### src/rtl/ilv_pkg.sv
package ilv_pkg;

  // Parity bit that makes {data,par} meet the selected sense.
  function automatic logic ilv_par_bit(input logic [7:0] d, input logic odd);
    ilv_par_bit = odd ? ~(^d) : (^d);
  endfunction

  typedef enum logic {MODE_STS3 = 1'b0, MODE_STS1 = 1'b1} ilv_mode_e;

endpackage

### src/rtl/ilv_frame_timer.sv
module ilv_frame_timer #(
  parameter int NTRIB  = 3,
  parameter int COLS   = 90,
  parameter int ROWS   = 9,
  parameter int MF_LEN = 4,
  localparam int SLOT_W = (NTRIB > 1) ? $clog2(NTRIB) : 1,
  localparam int COL_W  = $clog2(COLS),
  localparam int ROW_W  = $clog2(ROWS),
  localparam int MF_W   = (MF_LEN > 1) ? $clog2(MF_LEN) : 1
) (
  input  logic              clk,
  input  logic              rst_n,
  input  logic              sts1,
  output logic              run,
  output logic [SLOT_W-1:0] slot,
  output logic [COL_W-1:0]  col,
  output logic [ROW_W-1:0]  row,
  output logic [MF_W-1:0]   mf
);
  import ilv_pkg::*;

  localparam logic [SLOT_W-1:0] SLOT_LAST = SLOT_W'(NTRIB - 1);
  localparam logic [COL_W-1:0]  COL_LAST  = COL_W'(COLS - 1);
  localparam logic [ROW_W-1:0]  ROW_LAST  = ROW_W'(ROWS - 1);
  localparam logic [MF_W-1:0]   MF_LAST   = MF_W'(MF_LEN - 1);

  ilv_mode_e         mode;
  logic [SLOT_W-1:0] slot_lim;
  logic              slot_wrap, col_wrap, row_wrap, mf_wrap;
  logic [SLOT_W-1:0] slot_nx;
  logic [COL_W-1:0]  col_nx;
  logic [ROW_W-1:0]  row_nx;
  logic [MF_W-1:0]   mf_nx;

  assign mode      = sts1 ? MODE_STS1 : MODE_STS3;
  assign slot_lim  = (mode == MODE_STS1) ? '0 : SLOT_LAST;
  assign slot_wrap = (slot == slot_lim);
  assign col_wrap  = (col == COL_LAST);
  assign row_wrap  = (row == ROW_LAST);
  assign mf_wrap   = (mf == MF_LAST);

  always_comb begin
    slot_nx = slot;
    col_nx  = col;
    row_nx  = row;
    mf_nx   = mf;
    if (run) begin
      if (slot_wrap) begin
        slot_nx = '0;
        if (col_wrap) begin
          col_nx = '0;
          if (row_wrap) begin
            row_nx = '0;
            mf_nx  = mf_wrap ? '0 : mf + 1'b1;
          end else begin
            row_nx = row + 1'b1;
          end
        end else begin
          col_nx = col + 1'b1;
        end
      end else begin
        slot_nx = slot + 1'b1;
      end
    end
  end

  always_ff @(posedge clk or negedge rst_n) begin
    if (!rst_n) begin
      run  <= 1'b0;
      slot <= '0;
      col  <= '0;
      row  <= '0;
      mf   <= '0;
    end else begin
      run  <= 1'b1;
      slot <= slot_nx;
      col  <= col_nx;
      row  <= row_nx;
      mf   <= mf_nx;
    end
  end

  AST_SLOT_RANGE: assert property (@(posedge clk) disable iff (!rst_n)
    slot <= SLOT_LAST);
  AST_STS1_SLOT0: assert property (@(posedge clk) disable iff (!rst_n)
    sts1 |-> slot == '0);
  AST_COL_HOLD: assert property (@(posedge clk) disable iff (!rst_n)
    (run && !slot_wrap) |=> $stable(col));
  AST_ROW_RANGE: assert property (@(posedge clk) disable iff (!rst_n)
    row <= ROW_LAST && col <= COL_LAST);

endmodule

### src/rtl/ilv_parity_chk.sv
module ilv_parity_chk #(
  parameter int NTRIB = 3,
  localparam int SLOT_W = (NTRIB > 1) ? $clog2(NTRIB) : 1
) (
  input  logic              clk,
  input  logic              rst_n,
  input  logic              run,
  input  logic              odd,
  input  logic [7:0]        data,
  input  logic              par,
  input  logic [SLOT_W-1:0] slot,
  input  logic [NTRIB-1:0]  clr,
  output logic [NTRIB-1:0]  err
);
  import ilv_pkg::*;

  logic             bad;
  logic [NTRIB-1:0] err_nx;

  assign bad = run && (par != ilv_par_bit(data, odd));

  for (genvar i = 0; i < NTRIB; i++) begin : g_flag
    always_comb begin
      err_nx[i] = err[i] & ~clr[i];
      if (bad && slot == SLOT_W'(i)) err_nx[i] = 1'b1;
    end

    AST_ERR_STICKY: assert property (@(posedge clk) disable iff (!rst_n)
      (err[i] && !clr[i]) |=> err[i]);
    AST_ERR_CAUSE: assert property (@(posedge clk) disable iff (!rst_n)
      (!err[i] && !(bad && slot == SLOT_W'(i))) |=> !err[i]);
  end

  always_ff @(posedge clk or negedge rst_n) begin
    if (!rst_n) err <= '0;
    else        err <= err_nx;
  end

endmodule

### src/rtl/ilv_poh_merge.sv
module ilv_poh_merge #(
  parameter int NTRIB = 3,
  localparam int SLOT_W = (NTRIB > 1) ? $clog2(NTRIB) : 1
) (
  input  logic              clk,
  input  logic              rst_n,
  input  logic              run,
  input  logic              poh_slot,
  input  logic [SLOT_W-1:0] slot,
  input  logic [NTRIB-1:0]  poh_en,
  input  logic [7:0]        bus_byte,
  input  logic [7:0]        poh_byte,
  input  logic              j0_in,
  input  logic              spe_in,
  output logic [7:0]        out_byte,
  output logic              out_j0,
  output logic              out_spe
);

  logic       use_poh;
  logic [7:0] byte_nx;

  assign use_poh = poh_slot && poh_en[slot];
  assign byte_nx = use_poh ? poh_byte : bus_byte;

  always_ff @(posedge clk or negedge rst_n) begin
    if (!rst_n) begin
      out_byte <= '0;
      out_j0   <= 1'b0;
      out_spe  <= 1'b0;
    end else if (run) begin
      out_byte <= byte_nx;
      out_j0   <= j0_in;
      out_spe  <= spe_in;
    end
  end

  AST_POH_TAKEN: assert property (@(posedge clk) disable iff (!rst_n)
    (run && use_poh) |=> out_byte == $past(poh_byte));

endmodule

### src/rtl/sts3_interleaver.sv
module sts3_interleaver #(
  parameter int NTRIB   = 3,
  parameter int COLS    = 90,
  parameter int ROWS    = 9,
  parameter int MF_LEN  = 4,
  parameter int POH_COL = 3,
  localparam int SLOT_W = (NTRIB > 1) ? $clog2(NTRIB) : 1,
  localparam int COL_W  = $clog2(COLS),
  localparam int ROW_W  = $clog2(ROWS),
  localparam int MF_W   = (MF_LEN > 1) ? $clog2(MF_LEN) : 1
) (
  input  logic              clk,
  input  logic              rst_n,
  input  logic              cfg_sts1,
  input  logic              cfg_par_odd,
  input  logic [NTRIB-1:0]  cfg_poh_en,
  output logic [NTRIB-1:0]  bus_grant,
  output logic              bus_spe,
  output logic              bus_j0j1v1,
  output logic              bus_v1,
  input  logic [7:0]        bus_data,
  input  logic              bus_par,
  output logic              poh_req,
  output logic [SLOT_W-1:0] poh_trib,
  output logic [ROW_W-1:0]  poh_row,
  input  logic [7:0]        poh_data,
  output logic [NTRIB-1:0]  par_err,
  input  logic [NTRIB-1:0]  par_err_clr,
  output logic [7:0]        out_data,
  output logic              out_j0,
  output logic              out_spe
);

  localparam logic [COL_W-1:0] POH_C = COL_W'(POH_COL);

  logic              run;
  logic [SLOT_W-1:0] slot;
  logic [COL_W-1:0]  col;
  logic [ROW_W-1:0]  row;
  logic [MF_W-1:0]   mf;
  logic              row0, at_j0, at_j1;

  ilv_frame_timer #(
    .NTRIB(NTRIB), .COLS(COLS), .ROWS(ROWS), .MF_LEN(MF_LEN)
  ) u_timer (
    .clk(clk), .rst_n(rst_n), .sts1(cfg_sts1),
    .run(run), .slot(slot), .col(col), .row(row), .mf(mf)
  );

  for (genvar i = 0; i < NTRIB; i++) begin : g_grant
    assign bus_grant[i] = run && (slot == SLOT_W'(i));
  end

  assign row0       = run && (row == '0);
  assign at_j0      = row0 && (col == '0) && (slot == '0);
  assign at_j1      = row0 && (col == POH_C);
  assign bus_j0j1v1 = at_j0 || at_j1;
  assign bus_v1     = at_j1 && (mf == '0);
  assign bus_spe    = run && (col >= POH_C);
  assign poh_req    = run && (col == POH_C);
  assign poh_trib   = slot;
  assign poh_row    = row;

  ilv_parity_chk #(.NTRIB(NTRIB)) u_par (
    .clk(clk), .rst_n(rst_n), .run(run), .odd(cfg_par_odd),
    .data(bus_data), .par(bus_par), .slot(slot),
    .clr(par_err_clr), .err(par_err)
  );

  ilv_poh_merge #(.NTRIB(NTRIB)) u_merge (
    .clk(clk), .rst_n(rst_n), .run(run), .poh_slot(poh_req),
    .slot(slot), .poh_en(cfg_poh_en), .bus_byte(bus_data),
    .poh_byte(poh_data), .j0_in(at_j0), .spe_in(bus_spe),
    .out_byte(out_data), .out_j0(out_j0), .out_spe(out_spe)
  );

  AST_GRANT_ONEHOT: assert property (@(posedge clk) disable iff (!rst_n)
    $onehot0(bus_grant));
  AST_V1_MARKED: assert property (@(posedge clk) disable iff (!rst_n)
    bus_v1 |-> bus_j0j1v1);
  AST_POH_IN_SPE: assert property (@(posedge clk) disable iff (!rst_n)
    poh_req |-> bus_spe);
  AST_OUT_J0: assert property (@(posedge clk) disable iff (!rst_n)
    (bus_j0j1v1 && !bus_spe) |=> out_j0);
  AST_OUT_J0_ONLY: assert property (@(posedge clk) disable iff (!rst_n)
    out_j0 |-> !out_spe);
  AST_OUT_SPE_LAG: assert property (@(posedge clk) disable iff (!rst_n)
    $past(run) |-> out_spe == $past(bus_spe));

endmodule

### config.mk
export PLATFORM = sky130hd
export DESIGN_NAME = sts3_interleaver
export DESIGN_NICKNAME = d
export VERILOG_FILES = /design/src/rtl/ilv_pkg.sv /design/src/rtl/ilv_frame_timer.sv /design/src/rtl/ilv_parity_chk.sv /design/src/rtl/ilv_poh_merge.sv /design/src/rtl/sts3_interleaver.sv
export SDC_FILE = /design/constraint.sdc
export NUM_CORES = 1
export LEC_CHECK = 0
export BUFFER_PORTS_ARGS = -buffer_cell sky130_fd_sc_hd__buf_4
export CELL_PAD_IN_SITES_DETAIL_PLACEMENT = 1
export CELL_PAD_IN_SITES_GLOBAL_PLACEMENT = 1
export CORE_MARGIN = 2
export CORE_UTILIZATION = 40
export DETAILED_ROUTE_END_ITERATION = 8
export GPL_TIMING_DRIVEN = 0
export PLACE_DENSITY = 0.82
export SYNTH_ARGS = -nofsm -noshare
export SYNTH_HDL_FRONTEND = slang
export SYNTH_HIERARCHICAL = 1
export SYNTH_SLANG_ARGS = --single-unit
### constraint.sdc
create_clock -name clk -period 2.4 [get_ports clk]
set_clock_uncertainty 0.1 [all_clocks]
set_input_delay 0.72 -clock clk [delete_from_list [all_inputs] [get_ports clk]]
set_output_delay 0.72 -clock clk [all_outputs]
set_load 0.01 [all_outputs]
==> results_dict.tcl <==
set metrics [dict create \
    sequentialPowerShare_pct 33.5 \
    pwr-share-comb_pct 45.4 \
    clockBufferDepth 2 \
    die_area_mm2 0.00528 \
    clkLatencyLatePin_ns 0.28 \
    holdCritPathClass "primary input to async pin" \
    post-route-util_pct 57.5 \
    antenna_left 0 \
    grt_overflow 0 \
    finalWeightedCongestion 0.788 \
    critPathKind "register to output port" \
    num_antenna_cells 0 \
    cp_cell_sequence "or4_4 -> a2111oi_4 -> buf_4" \
    placed_cell_area_mm2 0.00234 \
    syn_area_per_cell_um2 10.4 \
    cp-start-kind "register" \
    synth_seq_cells 29 \
    via_per_inst 5.69 \
    core_area_mm2 0.00444 \
    wl_per_cell_um 18.0 \
    start_util_pct 42.4 \
    drt_iter0_drc 76 \
    synthFlopType "dfrtp_1" \
    grt_max_degree 30 \
    design_area_mm2 0.00255 \
    fmax_ghz 0.393 \
    cp_slowest_stage_delay_ns 0.56 \
    io_buffers 52 \
    drv_cap 0 \
    vdd_drop_max_v 0.000537 \
    p_leak_nw 1.13 \
    std_cell_rows 24 \
    antenna_found_initial 0 \
    mostFrequentLayoutCells "buf_4, inv_1, dfrtp_1" \
    grt_pass1_vias 1795 \
    setup_violations 3 \
    fillers 507 \
    fp.dieW_um 72.6 \
    cts_tree "done" \
    total_power_mw 2.14 \
    power_switching_mw 0.845 \
    cpMaxStageDelayCell "or4_4" \
    async_flop_share_pct 100 \
    ys_warn_count 6 \
    rsz0062_at_grt "yes" \
    grt_pass1_wl_um 8890 \
    synth.distinct_cells 45 \
    netSwitchingFraction_pct 39.4 \
    violations "negative setup slack" \
    period_needed_ns 2.54 \
    path_clk_slew_ns 0.07 \
    ys_seq_area_share_pct 38.5 \
    final_common_cell "buf_4" \
    cts_buffers 5 \
    area_growth_pct 35.5 \
    drive_gt1_share_pct 44.8 \
    cts.sinks 29 \
    cts.htree.levels 2 \
    drc_errors 0 \
    finalMaxSlewViolations 0 \
    dieHeight_um 72.6 \
    cp.required_ns 1.58 \
    power_frac_clock_pct 21.1 \
    powerDensity_mw_per_mm2 839 \
    cp_data_arrival_time_ns 1.72 \
    outcome "finished, violations left" \
    crit_path_end_kind "output port" \
    drt_pre_antenna_iters 4 \
    cts-root-buf "clkbuf_8" \
    routed_wl_um 5440 \
    synth_edf_count 0 \
    syn-num-nets 213 \
    synthCells 181 \
    grt_usage_pct 22.1 \
    final_nets 281 \
    hold_ws_ns 0.258 \
    netlist_area_mm2 0.00188 \
    hold_viol 0 \
    p_int_mw 1.30 \
    fin_crit_sh_pct 106 \
    fin_ws_ns -0.143 \
    dp.final_hpwl_um 3780 \
    crit_fanout 2 \
    vias 1717 \
    ios 53 \
]
routing by layer:
| metal | up-vias | wire [um] | global-route usage [%] |
|---|---|---|---|
| met5 | - | 0 | 0 |
| met4 | 0 | 54 | 4.94 |
| met1 | 860 | 2330 | 28.9 |
| met2 | 41 | 2810 | 37.4 |
| met3 | 7 | 249 | 4.97 |
| li1 | 809 | - | - |
flip-flops by register name, indices dropped and copies added (netlist names):
register and count:
u_merge/out_byte 8, u_merge/out_j0 1, u_merge/out_spe 1, u_par/err 3, u_timer/col 7, u_timer/mf 2, u_timer/row 4, u_timer/run 1
u_timer/slot 2
critical path, delay by kind of cell (launching register included):
| family | cells | cell delay (ns) |
|---|---|---|
| flip-flops | 1 | 0.42 |
| AND/OR/NAND/NOR | 1 | 0.56 |
| buffers and inverters | 1 | 0.17 |
| AO/OA/AOI/OAI | 1 | 0.29 |
cell usage after synthesis (2+ instances only):
cell,count,share of area [%]
nand3b_1,4,1.6
o221ai_2,8,6.4
nand2_1,16,3.2
ha_1,5,3.3
nor3_1,3,0.80
nor2b_1,2,0.66
nor2_1,4,0.80
or4_4,3,1.8
inv_1,21,4.2
mux2_2,6,3.6
dfrtp_1,29,39
nand3_1,4,1.1
nand4b_1,2,0.93
o2111ai_1,8,3.7
o22ai_1,5,1.7
nor4_4,2,2.3
buf_2,4,1.1
mux2i_1,3,1.6
xnor2_1,7,3.3
nor3b_1,3,1.2
xor2_1,2,0.93
nand2b_1,2,0.66
a31oi_1,4,1.3
o21ai_0,9,2.4
nor4_1,4,1.3
o211ai_1,2,0.80
through the flow:
step / std cells / setup WS [ns] / setup TNS [ns]
final: 302 / -0.143 / -0.410
after global placement: 285 / -0.257 / -1.93
after CTS: 301 / -0.180 / -0.496
after floorplan: 181 / 0.0411 / 0
after detailed placement: 285 / -0.248 / -1.97
after global routing: 302 / -0.203 / -0.580
power by group through the flow:
stage               Combinational (mW)  Clock, mW  Sequential (mW)
global placement                 0.738          0            0.807
floorplan                        0.483          0            0.774
global route                      1.06      0.481            0.736
CTS                              0.947      0.464            0.716
detailed placement               0.768          0            0.812
finish                           0.973      0.453            0.718
logic make-up (layout without fill, tap and decap cells):
logic type | Yosys count | in the layout | share of synthesized area (%)
flops | 29 | 29 | 38.5
compound gates | 42 | 42 | 19.9
buf+inv | 28 | 97 | 6.31
other cells | 1 | 1 | 0.199
mux | 10 | 10 | 6.37
simple gates | 56 | 56 | 20.1
fa+ha+maj | 5 | 5 | 3.32
xor+xnor | 10 | 10 | 5.38
what timing repair did:
action	4_1_cts	5_1_grt
endpoints found under the setup margin	11	3
resized for setup	12	2
hold buffers	0	0
pin swaps	3	3
buffers inserted	8	1
area by class of cell:
class | count | area [um2] | share of cell area (%)
flip-flops and latches | 29 | 737 | 28.9
well taps | 52 | 65.1 | 2.55
multi-input cells | 124 | 1070 | 41.9
clock buffers | 7 | 96.3 | 3.77
repair buffers | 61 | 462 | 18.1
clock inverters | 1 | 5.00 | 0.196
inverters | 21 | 78.8 | 3.09
plain buffers | 7 | 40.0 | 1.57
final timing paths:
path,cells past startpoint,start,slack (ns),end
worst min register to register,1,u_merge/out_spe,0.41,u_merge/out_spe
max in group asynchronous,1,rst_n,1.63,u_timer/run
min in group clk,1,u_merge/out_spe,0.41,u_merge/out_spe
worst min-delay path,1,rst_n,0.26,u_timer/row[1]
worst max-delay path,3,u_timer/slot[1],-0.14,bus_j0j1v1
worst max register to register,5,u_timer/col[2],0.17,u_merge/out_byte[4]
Note: power is estimated with default switching activity, not from simulation.
